### config.mk
export PLATFORM = sky130hd
export DESIGN_NAME = sgp_packetizer
export DESIGN_NICKNAME = d
export VERILOG_FILES = /design/src/rtl/sgp_pkg.sv /design/src/rtl/sgp_accum.sv /design/src/rtl/sgp_serial.sv /design/src/rtl/sgp_packetizer.sv
export SDC_FILE = /design/constraint.sdc
export NUM_CORES = 1
export LEC_CHECK = 0
export ABC_AREA = 1
export BUFFER_PORTS_ARGS = -buffer_cell sky130_fd_sc_hd__buf_4
export CAP_MARGIN = 10
export CORE_MARGIN = 4
export CORE_UTILIZATION = 45
export DETAILED_ROUTE_END_ITERATION = 10
export SYNTH_ARGS = -nofsm -noshare
export SYNTH_HDL_FRONTEND = slang
export SYNTH_SLANG_ARGS = --single-unit
export TNS_END_PERCENT = 20
### constraint.sdc
create_clock -name clk -period 9.3 [get_ports clk]
set_clock_uncertainty 0.2 [all_clocks]
set_input_delay 0 -clock clk [delete_from_list [all_inputs] [get_ports clk]]
set_output_delay 0 -clock clk [all_outputs]
set_load 0.03 [all_outputs]
### src/rtl/sgp_pkg.sv
package sgp_pkg;
  typedef enum logic {K_LOAD = 1'b0, K_STORE = 1'b1} kind_e;

  function automatic int unsigned burst_cap(input logic is_store,
                                            input int unsigned st_cap,
                                            input int unsigned ld_cap);
    return is_store ? st_cap : ld_cap;
  endfunction
endpackage

### src/rtl/sgp_accum.sv
module sgp_accum #(
  parameter int unsigned BEATS  = 8,
  parameter int unsigned W      = 64,
  parameter int unsigned TGT_W  = 4,
  parameter int unsigned MASK_W = 8,
  parameter int unsigned ST_CAP = BEATS / 2,
  parameter int unsigned CNT_W  = $clog2(BEATS + 1)
) (
  input  logic                       clk,
  input  logic                       rst,
  input  logic                       clr,
  input  logic                       start,
  input  logic                       push,
  input  logic                       req_store,
  input  logic [TGT_W-1:0]           req_tgt,
  input  logic [W-1:0]               req_addr,
  input  logic [W-1:0]               req_data,
  input  logic [MASK_W-1:0]          req_mask,
  output logic [BEATS*W-1:0]         words_o,
  output logic [ST_CAP*MASK_W-1:0]   masks_o,
  output logic [CNT_W-1:0]           count_o,
  output logic                       store_o,
  output logic [TGT_W-1:0]           tgt_o
);
  import sgp_pkg::*;
  localparam int unsigned IW = $clog2(BEATS);
  localparam int unsigned MI = (ST_CAP > 1) ? $clog2(ST_CAP) : 1;

  logic [W-1:0]      words_q [BEATS];
  logic [MASK_W-1:0] masks_q [ST_CAP];
  logic [CNT_W-1:0]  count_q;
  kind_e             kind_q;
  logic [TGT_W-1:0]  tgt_q;

  logic [CNT_W-1:0]  slot;
  logic [IW-1:0]     ia, id;
  logic [MI-1:0]     mi;

  always_comb begin
    slot = start ? '0 : count_q;
    ia   = req_store ? IW'({slot, 1'b0}) : IW'(slot);
    id   = IW'({slot, 1'b1});
    mi   = MI'(slot);
  end

  always_ff @(posedge clk) begin
    if (rst || clr) begin
      count_q <= '0;
      kind_q  <= K_LOAD;
      tgt_q   <= '0;
      for (int i = 0; i < int'(BEATS); i++) words_q[i] <= '0;
      for (int i = 0; i < int'(ST_CAP); i++) masks_q[i] <= '0;
    end else if (start || push) begin
      if (start) begin
        for (int i = 0; i < int'(BEATS); i++) words_q[i] <= '0;
        for (int i = 0; i < int'(ST_CAP); i++) masks_q[i] <= '0;
        kind_q  <= req_store ? K_STORE : K_LOAD;
        tgt_q   <= req_tgt;
        count_q <= CNT_W'(1);
      end else begin
        count_q <= count_q + CNT_W'(1);
      end
      words_q[ia] <= req_addr;
      if (req_store) begin
        words_q[id] <= req_data;
        masks_q[mi] <= req_mask;
      end
    end
  end

  generate
    for (genvar g = 0; g < int'(BEATS); g++) begin : g_words
      assign words_o[g*W +: W] = words_q[g];
    end
    for (genvar g = 0; g < int'(ST_CAP); g++) begin : g_masks
      assign masks_o[g*MASK_W +: MASK_W] = masks_q[g];
    end
  endgenerate

  assign count_o = count_q;
  assign store_o = (kind_q == K_STORE);
  assign tgt_o   = tgt_q;

  // the collector never holds more than one burst's worth of requests
  a_r7_count_bounded: assert property (@(posedge clk) disable iff (rst)
    32'(count_q) <= burst_cap(store_o, ST_CAP, BEATS));
endmodule

### src/rtl/sgp_serial.sv
module sgp_serial #(
  parameter int unsigned BEATS = 8,
  parameter int unsigned W     = 64,
  parameter int unsigned TGT_W = 4,
  parameter int unsigned MW    = 32,
  parameter int unsigned CNT_W = $clog2(BEATS + 1)
) (
  input  logic                 clk,
  input  logic                 rst,
  input  logic                 load,
  input  logic [BEATS*W-1:0]   words_i,
  input  logic [MW-1:0]        masks_i,
  input  logic [CNT_W-1:0]     count_i,
  input  logic                 store_i,
  input  logic [TGT_W-1:0]     tgt_i,
  output logic                 busy_o,
  output logic                 last_o,
  output logic [W-1:0]         beat_o,
  output logic                 kind_o,
  output logic [CNT_W-1:0]     count_o,
  output logic [TGT_W-1:0]     tgt_o,
  output logic [MW-1:0]        masks_o
);
  localparam int unsigned IW = $clog2(BEATS);

  logic [W-1:0]     sbuf_q [BEATS];
  logic [IW-1:0]    beat_q;
  logic             busy_q;

  always_ff @(posedge clk) begin
    if (rst) begin
      busy_q  <= 1'b0;
      beat_q  <= '0;
      kind_o  <= 1'b0;
      count_o <= '0;
      tgt_o   <= '0;
      masks_o <= '0;
    end else if (load && !busy_q) begin
      busy_q  <= 1'b1;
      beat_q  <= '0;
      kind_o  <= store_i;
      count_o <= count_i;
      tgt_o   <= tgt_i;
      masks_o <= masks_i;
      for (int i = 0; i < int'(BEATS); i++) sbuf_q[i] <= words_i[i*W +: W];
    end else if (busy_q) begin
      beat_q <= beat_q + IW'(1);
      if (beat_q == IW'(BEATS - 1)) busy_q <= 1'b0;
    end
  end

  assign busy_o = busy_q;
  assign last_o = busy_q && (beat_q == IW'(BEATS - 1));
  assign beat_o = sbuf_q[beat_q];

  // beats of one burst follow each other without a gap
  a_r1_beats_contiguous: assert property (@(posedge clk) disable iff (rst)
    busy_q && (beat_q != IW'(BEATS - 1)) |=> busy_q && (beat_q == $past(beat_q) + IW'(1)));
endmodule

### src/rtl/sgp_packetizer.sv
module sgp_packetizer #(
  parameter int unsigned BEATS  = 8,
  parameter int unsigned W      = 64,
  parameter int unsigned TGT_W  = 4,
  parameter int unsigned MASK_W = W / 8,
  parameter int unsigned ST_CAP = BEATS / 2,
  parameter int unsigned CNT_W  = $clog2(BEATS + 1),
  parameter int unsigned MW     = ST_CAP * MASK_W
) (
  input  logic               clk,
  input  logic               rst,
  input  logic               in_valid,
  output logic               in_ready,
  input  logic               in_store,
  input  logic [TGT_W-1:0]   in_target,
  input  logic [W-1:0]       in_addr,
  input  logic [W-1:0]       in_data,
  input  logic [MASK_W-1:0]  in_bmask,
  input  logic               flush,
  output logic               out_valid,
  output logic               out_last,
  output logic [W-1:0]       out_beat,
  output logic               out_kind,
  output logic [CNT_W-1:0]   out_count,
  output logic [TGT_W-1:0]   out_target,
  output logic [MW-1:0]      out_masks
);
  import sgp_pkg::*;

  logic [BEATS*W-1:0] acc_words;
  logic [MW-1:0]      acc_masks;
  logic [CNT_W-1:0]   acc_count;
  logic               acc_store;
  logic [TGT_W-1:0]   acc_tgt;
  logic               busy, empty, full, accept, mismatch;
  logic               launch, acc_start, acc_push, acc_clr;

  always_comb begin
    empty     = (acc_count == '0);
    full      = !empty && (32'(acc_count) == burst_cap(acc_store, ST_CAP, BEATS));
    in_ready  = !busy && !full && !flush;
    accept    = in_valid && in_ready;
    mismatch  = !empty && ((in_store != acc_store) || (in_target != acc_tgt));
    acc_clr   = !busy && (full || (flush && !empty));
    acc_start = accept && (empty || mismatch);
    acc_push  = accept && !empty && !mismatch;
    launch    = acc_clr || (accept && mismatch);
  end

  sgp_accum #(.BEATS(BEATS), .W(W), .TGT_W(TGT_W), .MASK_W(MASK_W),
              .ST_CAP(ST_CAP), .CNT_W(CNT_W)) u_acc (
    .clk(clk), .rst(rst), .clr(acc_clr), .start(acc_start), .push(acc_push),
    .req_store(in_store), .req_tgt(in_target), .req_addr(in_addr),
    .req_data(in_data), .req_mask(in_bmask),
    .words_o(acc_words), .masks_o(acc_masks), .count_o(acc_count),
    .store_o(acc_store), .tgt_o(acc_tgt));

  sgp_serial #(.BEATS(BEATS), .W(W), .TGT_W(TGT_W), .MW(MW), .CNT_W(CNT_W)) u_ser (
    .clk(clk), .rst(rst), .load(launch), .words_i(acc_words), .masks_i(acc_masks),
    .count_i(acc_count), .store_i(acc_store), .tgt_i(acc_tgt),
    .busy_o(busy), .last_o(out_last), .beat_o(out_beat), .kind_o(out_kind),
    .count_o(out_count), .tgt_o(out_target), .masks_o(out_masks));

  assign out_valid = busy;

  // no request is taken while a burst is on the wire
  a_r10_ready_low_busy: assert property (@(posedge clk) disable iff (rst)
    out_valid |-> !in_ready);
  // the count in the header is within the kind's capacity
  a_r6_count_range: assert property (@(posedge clk) disable iff (rst)
    out_valid |-> (out_count != '0) && (32'(out_count) <= burst_cap(out_kind, ST_CAP, BEATS)));
  // load bursts carry no byte enables
  a_r4_load_mask_zero: assert property (@(posedge clk) disable iff (rst)
    out_valid && !out_kind |-> out_masks == '0);
  // a foreign request closes the open burst, which goes out next cycle
  a_r8_mismatch_sends: assert property (@(posedge clk) disable iff (rst)
    accept && mismatch |=> out_valid && !$past(out_valid));
endmodule

==> results by group <==
Critical path
  • R2R depth: 15
  • R2R Path Start: u_acc.count_o[0]$_SDFFE_PP0N_
  • Critical path required time: between 9000 and 10000 ps
  • CP Max Fanout: 79
  • CP Capture Type: flop
  • R2r setup slk: around 3400 ps
  • Reg2Reg Capture Point: u_acc.words_q[0][31]$_SDFFCE_PN0P_
  • Worst EP arrival: about 5800 ps
  • Worst setup SP type: flop
  • Crit path kind: flop to flop

Floorplanning
  • Cell Rows: around 120
  • Die height: roughly 320 um
  • Initial Util: between 40 and 50%
  • Die Area: 104000 um^2
  • Core region area: 98400 um^2
  • IO Count: ~250
  • Die width: ~320 um

Synth
  • Post-synthesis register bit count: 1113
  • Area of the mapped netlist: 44700 um^2
  • Syn avg cell area: 11.5 um^2
  • Yosys warning count: 0
  • Top post-synthesis cells by area: edfxtp_1, nand2_1, nor2_1, o21ai_0, dfxtp_1
  • Mapped Cells: between 3000 and 4000
  • Ys flop type: edfxtp_1
  • Post-synth ARST share: 0%
  • Top cell types by occurrence after synthesis: edfxtp_1, nand2_1, nor2_1, o21ai_0, inv_1
  • Synth top area share: a little under three quarters
  • Register area share after synthesis: 73.6%
  • Count leader, synth: edfxtp_1
  • Synth area leader: edfxtp_1
  • Post-synth cell types: 33
  • Syn nets: 4047
  • Number of synthesized flops with an enable pin: about 1100

Clock tree
  • CTS Hold Bufs: 299
  • Max H-tree Level: 3
  • Root Driver: clkbuf_16
  • Clk_lat worst skew: just under 700 ps
  • Setup Buffers After CTS: 0
  • Clk sinks: approximately 1100
  • Worst-path clk slew: 60 ps
  • Post_cts resized: 0
  • Number of buffers on the longest clock path: 3
  • CTS tree: built
  • CTS buffer count: between 100 and 150

GRT
  • Met3 Use GR: under 10%
  • Number of global-route vias before repair: about 30000
  • First-pass GRT wire length: 183000 um
  • Grt ovf: 0
  • Gr busiest metal: met2
  • Initial antenna violation count: 3
  • M1 GR Usage: between 30% and 40%
  • Grt met2 use: about two fifths
  • All-Layer GR Usage: 23.1%
  • Largest net degree at the start of global routing: 170

STA
  • Setup TNS Final: 0 ps
  • Final Hold Viols: 0
  • Worst-Margin Slew: 1230 ps
  • Final setup vio count: 0
  • FMAX: 0.171 GHz
  • Fin worst setup slack: approximately 3400 ps
  • Worst rel slew slack: around 18%
  • RSZ-0062 raised after global routing: no
  • Min Tclk post-route: 5850 ps
  • Final worst path period share: between 60% and 70%
  • Slew Limit Fails: 0
  • Hold Slack: ~36 ps

Power and ir drop
  • Power Density: 226 nW/um^2
  • Switching pwr: 3.12 mW
  • Switching share of power: roughly a quarter
  • Clk network pwr share: between 30% and 40%
  • Sequential share of power: 51.7%
  • Comb pwr share: approximately an eighth
  • Lkg Pwr: between 20 and 25 nW
  • Final Power: 12.2 mW
  • Int Pwr: between 9 and 10 mW
  • Peak VDD IR: ~0.00015 V

Finish
  • Net count, final: 4518
  • Layout cells sized above 1: between 10% and 20%
  • Post-layout util: a little over half
  • # fillers: about 8400
  • Area grow syn2layout: 21.1%

Route
  • Routed vias/inst: 5.28
  • Drt total wl: 122000 um
  • Via count: around 30000
  • DRT iter0 DRCs: ~3000
  • WL/cell: approximately 21 um
  • Drt pass-1 iters: 5
  • Routed Antenna Nets: 0
  • DR DRC count: 0

Placed design
  • Pre-CTS setup slack: between 3000 and 4000 ps
  • GPL Wtd Cong: around 0.8
  • Post-DP HPWL: between 60000 and 70000 um
  • IO buf count: 252

Worst hold path
  • Endpoint, Worst Hold: u_acc.words_q[7][30]$_DFFE_PP_
  • HP Start: in_addr[30]
  • Worst Hold Depth: 6
  • Worst min path class: primary input to flop

Flow run
  • Max cap viols: 0

Status
  • Status: finished clean
-- final cells by class --
class,instances,area (um^2),area share [%]
antenna,1,2.50,0.00463
timing repair buffer,589,5190,9.60
clock buffer,144,3070,5.67
inverter,175,677,1.25
clock inverter,66,509,0.941
tap,1287,1610,2.98
sequential,1113,32900,60.8
multi-input combinational,2376,10200,18.8
-- metrics by stage --
stage / std cells / area [um^2]
6_report: 5751 / 54100
5_1_grt: 5751 / 54100
4_1_cts: 5750 / 54100
3_3_place_gp: 5241 / 47500
3_5_place_dp: 5241 / 47500
2_1_floorplan: 3898 / 44700
-- how the worst max path moves through the flow --
stage,startpoint,endpoint,slack [ps],cells after the start
detailed placement,u_acc.count_o[0]$_SDFFE_PP0N_,u_acc.words_q[0][32]$_SDFFCE_PN0P_,3890,13
global placement,u_acc.count_o[0]$_SDFFE_PP0N_,u_acc.words_q[0][30]$_SDFFCE_PN0P_,4000,13
floorplan,u_acc.count_o[0]$_SDFFE_PP0N_,u_ser.sbuf_q[0][0]$_DFFE_PP_,910,10
finish,u_acc.count_o[0]$_SDFFE_PP0N_,u_acc.words_q[0][31]$_SDFFCE_PN0P_,3450,15
global route,u_acc.count_o[0]$_SDFFE_PP0N_,u_acc.words_q[0][31]$_SDFFCE_PN0P_,3040,15
CTS,u_acc.count_o[0]$_SDFFE_PP0N_,u_acc.words_q[0][12]$_SDFFCE_PN0P_,3330,15
-- cell usage in the layout, fill, tap and decap left out, types with 25 or more instances in the layout --
master / instances
dlygate4sd3_1: 299
nor3_1: 118
o21ai_0: 273
nand2_1: 936
inv_1: 163
clkinv_1: 25
nor2_1: 809
dfxtp_1: 55
clkbuf_16: 117
o22ai_1: 64
edfxtp_1: 1056
nand3_1: 51
buf_4: 288
a31oi_1: 64
-- power by group through the flow --
stage / registers (mW) / clock network, mW / logic [mW]
global route: 6.36 / 4.69 / 1.61
floorplan: 6.47 / 0 / 0.796
global placement: 6.40 / 0 / 1.41
detailed placement: 6.42 / 0 / 1.42
finish: 6.32 / 4.40 / 1.49
CTS: 6.32 / 4.47 / 1.51
-- cell families (layout without fill, tap and decap cells) --
logic type,after synthesis,in the layout,share of synthesized area (%)
AO/OA/AOI/OAI,417,417,5.04
XOR/XNOR,3,3,0.0588
adder cells (fa/ha/maj),4,4,0.112
buffers and inverters,409,974,3.98
flip-flops,1113,1113,73.6
other,0,1,0
AND/OR/NAND/NOR,1952,1952,17.3
-- flip-flops by register name (all words and copies together), names as in the netlist, 4 cells and up, named ones only --
| name | flops |
|---|---|
| out_masks | 32 |
| u_acc.words_q | 512 |
| u_acc.tgt_o | 4 |
| u_acc.count_o | 4 |
| u_ser.sbuf_q | 512 |
| u_ser.tgt_o | 4 |
| u_acc.masks_q | 32 |
| u_ser.count_o | 4 |
-- worst max-delay path, cell delays in order, from the launching register on --
cell and delay [ps]:
dfxtp_1 420, inv_1 160, ha_1 200, nand3_2 110
nand2_2 130, nor2_8 30, dlygate4sd3_1 710, nand2_4 250
nand2_2 90, inv_2 90, nand2_1 80, nand2_4 60
buf_4 820, inv_2 160, nand2_4 780, nand2_4 910
-- layer usage --
layer  vias to the layer above  wire length, um
li1                      14200                -
met1                     14900            50000
met2                      1064            60100
met3                       201             8240
met4                         4             3200
met5                         -               15
(Power assumes the default switching activity.)
